===== src/rtl/sram_combo_pkg.sv =====
package sram_combo_pkg;

    // Sampled control pins, carried as one bundle through the synchroniser.
    typedef struct packed {
        logic ce_lo_n;
        logic ce_hi;
        logic flash_n;
        logic we_n;
        logic oe_n;
        logic ub_n;
        logic lb_n;
        logic wide;
    } ctl_t;

    localparam int CTL_W = $bits(ctl_t);

    // Idle pin levels: bank deselected, strobes inactive.
    localparam ctl_t CTL_IDLE = '{ce_lo_n: 1'b1, ce_hi: 1'b0, flash_n: 1'b1,
                                  we_n: 1'b1, oe_n: 1'b1, ub_n: 1'b1,
                                  lb_n: 1'b1, wide: 1'b1};

    // Lane enables: bit 1 = upper byte, bit 0 = lower byte.
    function automatic logic [1:0] lane_sel(input logic wide, input logic ub_n,
                                            input logic lb_n, input logic a0);
        if (wide) return {~ub_n, ~lb_n};
        return a0 ? 2'b10 : 2'b01;
    endfunction

    // In byte mode the single byte is replicated onto both lanes.
    function automatic logic [15:0] wr_fmt(input logic wide, input logic [15:0] d);
        return wide ? d : {d[7:0], d[7:0]};
    endfunction

    // Format a stored word onto the bus according to the organisation.
    function automatic logic [15:0] rd_fmt(input logic wide, input logic [1:0] lanes,
                                           input logic [15:0] w);
        if (wide) return w & {{8{lanes[1]}}, {8{lanes[0]}}};
        return {8'h00, lanes[1] ? w[15:8] : w[7:0]};
    endfunction

endpackage


===== src/rtl/pin_sync.sv =====
module pin_sync #(
    parameter int             W       = 1,
    parameter logic [W-1:0]   IDLE    = '0
) (
    input  logic         clk,
    input  logic         rst,
    input  logic [W-1:0] raw,
    output logic [W-1:0] synced
);
    logic [W-1:0] stage1;

    always_ff @(posedge clk) begin
        if (rst) begin
            stage1 <= IDLE;
            synced <= IDLE;
        end else begin
            stage1 <= raw;
            synced <= stage1;
        end
    end
endmodule


===== src/rtl/sram_access_ctrl.sv =====
module sram_access_ctrl
    import sram_combo_pkg::*;
#(
    parameter int WORD_AW = 6,
    parameter int ADDR_W  = 8
) (
    input  logic               clk,
    input  logic               rst,
    input  ctl_t               ctl,
    input  logic [ADDR_W-1:0]  a,
    input  logic [15:0]        d,
    output logic               wr_en,
    output logic [WORD_AW-1:0] wr_idx,
    output logic [15:0]        wr_data,
    output logic [1:0]         wr_lanes,
    output logic               rd_act,
    output logic [WORD_AW-1:0] rd_idx,
    output logic [1:0]         rd_lanes
);
    logic               sel, in_range, wr_live, armed;
    logic [WORD_AW-1:0] idx;
    logic [1:0]         lanes;

    always_comb begin
        sel      = !ctl.ce_lo_n && ctl.ce_hi && ctl.flash_n;
        in_range = ctl.wide ? (a[ADDR_W-1:WORD_AW] == '0)
                            : (a[ADDR_W-1:WORD_AW+1] == '0);
        idx      = ctl.wide ? a[WORD_AW-1:0] : a[WORD_AW:1];
        lanes    = lane_sel(ctl.wide, ctl.ub_n, ctl.lb_n, a[0]);
        wr_live  = sel && in_range && !ctl.we_n;
        rd_act   = sel && in_range && ctl.we_n && !ctl.oe_n;
        rd_idx   = idx;
        rd_lanes = lanes;
        wr_en    = armed && !wr_live;
    end

    // Capture while the write is live; commit on the cycle it ends.
    always_ff @(posedge clk) begin
        if (rst) begin
            armed    <= 1'b0;
            wr_idx   <= '0;
            wr_data  <= '0;
            wr_lanes <= '0;
        end else begin
            armed <= wr_live;
            if (wr_live) begin
                wr_idx   <= idx;
                wr_data  <= wr_fmt(ctl.wide, d);
                wr_lanes <= lanes;
            end
        end
    end
endmodule


===== src/rtl/sram_lane_array.sv =====
module sram_lane_array #(
    parameter int WORD_AW = 6,
    parameter int LANES   = 2
) (
    input  logic               clk,
    input  logic               wr_en,
    input  logic [WORD_AW-1:0] wr_idx,
    input  logic [LANES*8-1:0] wr_data,
    input  logic [LANES-1:0]   wr_lanes,
    input  logic [WORD_AW-1:0] rd_idx,
    output logic [LANES*8-1:0] rd_word
);
    localparam int DEPTH = 1 << WORD_AW;

    for (genvar g = 0; g < LANES; g++) begin : g_lane
        logic [7:0] cells [DEPTH];

        always_ff @(posedge clk) begin
            if (wr_en && wr_lanes[g])
                cells[wr_idx] <= wr_data[g*8 +: 8];
        end

        assign rd_word[g*8 +: 8] = cells[rd_idx];
    end
endmodule


===== src/rtl/sram_combo_bank.sv =====
module sram_combo_bank
    import sram_combo_pkg::*;
#(
    parameter int WORD_AW = 6,
    parameter int ADDR_W  = 8
) (
    input  logic              clk,
    input  logic              rst,
    input  logic              ce_lo_n,
    input  logic              ce_hi,
    input  logic              flash_en_n,
    input  logic              we_n,
    input  logic              oe_n,
    input  logic              ub_n,
    input  logic              lb_n,
    input  logic              wide_mode,
    input  logic [ADDR_W-1:0] addr,
    input  logic [15:0]       din,
    output logic [15:0]       dout,
    output logic              dout_en
);
    localparam int BUS_W = ADDR_W + 16;

    ctl_t               ctl_raw, ctl_s;
    logic [BUS_W-1:0]   bus_s;
    logic               wr_en, rd_act;
    logic [WORD_AW-1:0] wr_idx, rd_idx;
    logic [15:0]        wr_data, rd_word;
    logic [1:0]         wr_lanes, rd_lanes;

    assign ctl_raw = '{ce_lo_n: ce_lo_n, ce_hi: ce_hi, flash_n: flash_en_n,
                       we_n: we_n, oe_n: oe_n, ub_n: ub_n, lb_n: lb_n,
                       wide: wide_mode};

    pin_sync #(.W(CTL_W), .IDLE(CTL_IDLE)) u_ctl_sync (
        .clk(clk), .rst(rst), .raw(ctl_raw), .synced(ctl_s)
    );

    // Address and data follow the same two stages so they stay aligned.
    pin_sync #(.W(BUS_W), .IDLE('0)) u_bus_sync (
        .clk(clk), .rst(rst), .raw({addr, din}), .synced(bus_s)
    );

    sram_access_ctrl #(.WORD_AW(WORD_AW), .ADDR_W(ADDR_W)) u_ctrl (
        .clk(clk), .rst(rst), .ctl(ctl_s),
        .a(bus_s[BUS_W-1:16]), .d(bus_s[15:0]),
        .wr_en(wr_en), .wr_idx(wr_idx), .wr_data(wr_data), .wr_lanes(wr_lanes),
        .rd_act(rd_act), .rd_idx(rd_idx), .rd_lanes(rd_lanes)
    );

    sram_lane_array #(.WORD_AW(WORD_AW), .LANES(2)) u_array (
        .clk(clk), .wr_en(wr_en), .wr_idx(wr_idx), .wr_data(wr_data),
        .wr_lanes(wr_lanes), .rd_idx(rd_idx), .rd_word(rd_word)
    );

    always_ff @(posedge clk) begin
        if (rst) begin
            dout_en <= 1'b0;
            dout    <= '0;
        end else begin
            dout_en <= rd_act;
            dout    <= rd_act ? rd_fmt(ctl_s.wide, rd_lanes, rd_word) : '0;
        end
    end
endmodule


===== config.mk =====
export PLATFORM = sky130hd
export DESIGN_NAME = sram_combo_bank
export DESIGN_NICKNAME = d
export VERILOG_FILES = /design/src/rtl/sram_combo_pkg.sv /design/src/rtl/pin_sync.sv /design/src/rtl/sram_access_ctrl.sv /design/src/rtl/sram_lane_array.sv /design/src/rtl/sram_combo_bank.sv
export SDC_FILE = /design/constraint.sdc
export NUM_CORES = 1
export LEC_CHECK = 0
export ABC_CLOCK_PERIOD_IN_PS = 3900
export BUFFER_PORTS_ARGS = -buffer_cell sky130_fd_sc_hd__buf_2
export CORE_UTILIZATION = 50
export CTS_CLUSTER_SIZE = 14
export DETAILED_ROUTE_END_ITERATION = 12
export GPL_TIMING_DRIVEN = 0
export MAX_ROUTING_LAYER = met4
export PLACE_DENSITY_LB_ADDON = 0.05
export SYNTH_ARGS = -nofsm -noshare
export SYNTH_HDL_FRONTEND = slang
export SYNTH_SLANG_ARGS = --single-unit

===== constraint.sdc =====
create_clock -name clk -period 3.9 [get_ports clk]
set_input_delay 0.195 -clock clk [delete_from_list [all_inputs] [get_ports clk]]
set_output_delay 0.195 -clock clk [all_outputs]
set_load 0.005 [all_outputs]

# Word-level counts from Yosys, hierarchy flattened
# Memories as Yosys holds them, arrays and structs flattened.
# Index checks and enable logic that the tools add are counted.
# totals
ff_bits	106
mem_bits_rw	1024
inputBits	34
output_inout_bits	17
word_cells	50
mem_count	2
# mem_list
name	depth	word_bits	rd	rd_ports_with_merged_regs	write_ports	line	source
u_array.g_lane[0].cells	64	8	1	0	1	sram_lane_array.sv:16	logic [7:0] cells [DEPTH];
u_array.g_lane[1].cells	64	8	1	0	1	sram_lane_array.sv:16	
# classes
mux	15
bitwise_logic	6
reduce_logical	16
# ops
op	n
16-bit two-way mux	2
16-bit bitwise AND	1
8-bit two-way mux	2
1-bit logical AND	9
1-bit two-way mux	7
2-bit two-way mux	3
6-bit two-way mux	1
1-bit NOT	5
1-bit zero test	4
3-bit OR reduction	1
2-bit zero test	1
2-bit OR reduction	1

# Logic depth before layout (Yosys ltp)
# depth
ltp_word	10
depth_mapped	10
depth_no_buf	7

# Hierarchy
# A second synthesis with hierarchy kept.
# unflattened
hier_cells	2242
hier_area_um2	43814.5
# by_module_without_submodules
module	instances	cells_per_inst	area_per_inst_um2	seq_area_each_um2
sram_lane_array	1	1906	40123.5	30749.5
pin_sync at u_bus_sync	1	101	1305.0	960.9
sram_access_ctrl	1	128	1255.0	500.5
sram_combo_bank	1	74	694.4	340.3
pin_sync at u_ctl_sync	1	33	436.7	320.3

# Least setup slack after synthesis
# Ideal clock, no wire load.
# synth_timing
path_kind	flip-flop to flip-flop
from	reg u_ctrl.wr_idx[3]
to	mem u_array.g_lane[0].cells[11][0], enable pin
setup_ns	0.370
arrival_ns	1.755
required_ns	3.530
slack_ns	1.775
stages_incl_launch_ff	7
path_buffers	2
period_less_slack_ns	2.125
path_cell_list	dfxtp_1 -> clkbuf_1 -> or3b_2 -> clkbuf_1 -> inv_1 -> nand2_1 -> nor2_1
# synth_lines
item	line	source
from (decl)	sram_access_ctrl.sv:13	output logic [WORD_AW-1:0] wr_idx,
from (signal assigned)	sram_access_ctrl.sv:47	wr_idx <= idx;
to (decl)	sram_lane_array.sv:16	
# Straight into the memory's write port.

# Final worst setup path
# layout_timing
from	reg u_ctl_sync.synced[0]
to	reg dout[5]
# layout_via
elab_chain_cells	6
elab_cells_between_ends	16
classes_between	mux: 8; bitwise: 2; reduce/logical: 4; memory: 2
# layout_rtl
item	line	source
from (decl)	pin_sync.sv:8	output logic [W-1:0] synced
from (signal assigned)	pin_sync.sv:18	synced <= stage1;
branches (longest 6 deep; another with memory 64 x 8 bit)	n/a	
to (signal assigned)	sram_combo_bank.sv:62	dout <= rd_act ? rd_fmt(ctl_s.wide, rd_lanes, rd_word) : '0;
to (decl)	sram_combo_bank.sv:19	output logic [15:0] dout,
# Several ways; the timed one is not identified. The select of a mux whose other input is x is not followed.
# A chain may end at the register's enable or synchronous reset.

==> run metrics <==
status complete, but fails checks; failing checks setup timing; dpl cell area 44090 sq um; GRT Residual Overflow 0; area share of the largest cell type after synthesis 72.96%; Post-CTS Repair Setup Buffers 0; CP most frequent cell buf_2; Syn Nets between 2000 and 3000; count leader, synth edfxtp_1; slowest cell on the critical path o41ai_2; nets 3047; Final GP Congestion 0.9434; I/O pin count 51; Initial Utilization 50.44%; Mapped Area 42150 sq um; Final ANT Viol Nets 0; PwrDens 513.7 nW/um^2; Horiz. Die Dim 292.3 um; Synth warnings 0; top cells by count, synth edfxtp_1, nand2_1, a31oi_1, o221ai_1, nor2_1; Max-cap violations 0; TNS Setup -0.1967 ns; Async SR Flop Fraction 0%; final cycle utilization of the critical path 102.6%; Worst R2R Setup Slack -0.10 ns; WL/cell roughly 30 um; post-layout util 57.68%; # fillers 6468; DR pass1 iterations 8; port bufs 49; die footprint 85460 sq um; Seq/Total Area, Yosys 78.00%; fmax 250.0 MHz; cell total after placement 3945; clock sinks 1130; Syn Area/Cell 15.05 sq um; total CTS buffers between 100 and 150; Setup crit start kind flop; Hold Slack about 0.069 ns; static leakage 15.52 nW; largest net degree at the start of global routing 66; Finish-stage setup viols 3; Worst Hold Class input port to flop; TritonCTS clock tree yes; first-pass GRT wire length 181.8 mm; largest area contributor in the netlist edfxtp_1; Core Area 83560 sq um; final instance area 48190 sq um; worst skew pair latency 0.69 ns; final setup margin -0.1003 ns; capture point of the worst path dout[5]; GRT Overall Usage 30.98%; H-tree depth 3; final WL 128.6 mm; Worst EP arrival around 4.5 ns; Critical Path Start u_ctl_sync.synced[0]; dpl ws -0.6537 ns; DR vias 26650; Root Buffer clkbuf_16; Synth Register Bits 1130; Slew @ Worst Pin 1.276 ns; Critical Path Fanout Max 10; DRC errors left 0; Fin Clk Skew 0.03424 ns; R2R cell count 10; Post-synth EDFFs 1024; slowest stage delay, CP 0.79 ns; number of distinct library cells after synthesis 39; maximum VDD drop 0.0003809 V; area delta synth->final 14.35%; Die H 292.3 um; top post-synthesis cells by area edfxtp_1, o221ai_1, dfxtp_1, nand2_1, a31oi_1; clock slew at reported path FFs roughly 0.060 ns; vias per cell 6.357; CP Capture Type flop; Syn Inst Count 2801; Min Clock Period, post-route 4.000 ns; predominant post-synthesis flop cell edfxtp_1; CP Cell Sequence buf_6 -> nand2_2 -> and2_1 -> buf_2 -> buf_2 -> clkbuf_1 -> a31oi_1 -> o41ai_2 -> o2111a_1 -> o22ai_1; fraction of layout cells with a size suffix above 1 between 10% and 20%; RSZ-0062 raised after global routing true; num rows 106; R2R Path Start u_ctl_sync.synced[0]; Pwr Total 24.76 mW; Crit Reg-Reg Endpoint dout[5]; initial antenna violation count 0; fin. max-slew vios 0; DP HPWL 88.32 mm; Hold Fails Final Rpt 0; multi-input logic area 8343 sq um; Seq. cell area 32890 sq um; Crit path required time approximately 4.4 ns; Slew headroom approximately 15%; Crit Path Category flop to flop; Clock Tree Buf Depth 3; diode count 0; Layout Cells excl Fill 4192; vias in the first global route 25530; number of DRC markers in iteration 0 3594
-- cell usage in the layout (no fill, tap or decap), types with 32 or more instances in the layout --
cell and n:
edfxtp_1 1024, dfxtp_1 90, nand2_1 555, buf_2 139
clkbuf_16 117, a31oi_1 256, nor2_1 154, o221ai_1 256
dlygate4sd3_1 32, clkbuf_1 120, nor2b_1 54, o41ai_1 41
-- cell type report --
| type | count | area share (%) |
|---|---|---|
| tap | 1080 | 2.804 |
| buffer | 206 | 2.043 |
| timing repair buffer | 96 | 1.828 |
| sequential | 1130 | 68.25 |
| inverter | 12 | 0.09346 |
| clock inverter | 72 | 1.345 |
| clock buffer | 143 | 6.322 |
| multi-input combinational | 1453 | 17.31 |
-- worst min-delay path by stage --
stage                           from  cells after the start  slack (ns)                    to
after floorplan            wide_mode                      1        0.30  u_ctl_sync.stage1[0]
after global placement    flash_en_n                      2        0.38  u_ctl_sync.stage1[5]
after detailed placement   wide_mode                      2        0.38  u_ctl_sync.stage1[0]
after CTS                        rst                      2        0.08               dout_en
after global routing             rst                      2        0.14               dout_en
final                            rst                      2        0.07               dout_en
-- critical path: cells and delay by family, from the launching register on --
family                 cells  cell delay, ns
buffers and inverters      4            1.37
DFF                        1            0.36
AOI/OAI and AO/OA          4            1.86
and+or+nand+nor            2            0.22
-- power by group --
part           internal [mW]  leakage [nW]  switching [mW]
clock network           6.25          1.80            4.56
logic                  0.264          3.36           0.632
registers               13.0          10.4          0.0138
total                   19.5          15.5            5.21
-- cell families (layout without fill, tap and decap cells) --
group | after synthesis | after routing | synth area share [%]
DFF | 1130 | 1130 | 78.00
and+or+nand+nor | 828 | 828 | 8.131
AOI/OAI and AO/OA | 617 | 617 | 11.24
buffers and inverters | 218 | 529 | 2.440
muxes | 8 | 8 | 0.1900
-- layer usage --
layer / track usage [%] / share of wire [%] / up-vias
met5: - / 0 / -
li1: - / - / 11450
met1: 43.14 / 41 / 13570
met3: 5.327 / 9.4 / 235
met4: 10.55 / 3.7 / 0
met2: 46.47 / 46 / 1401
-- repair_timing --
item / CTS / global route
hold buffers: 32 / 0
endpoints found under the setup margin: 8 / 4
endpoints found under the hold margin: 32 / 0
resized for setup: 7 / 4
-- sequential cells by signal, summed over array words and instances, names as in the netlist --
register,flops
dout,16
u_bus_sync.synced,24
u_bus_sync.stage1,24
u_ctrl.wr_lanes,2
u_array.g_lane.cells,1024
u_ctl_sync.synced,8
dout_en,1
u_ctrl.wr_idx,6
u_ctl_sync.stage1,8
u_ctrl.wr_data,16
u_ctrl.armed,1
No activity file was read; power rests on OpenSTA's default activity.
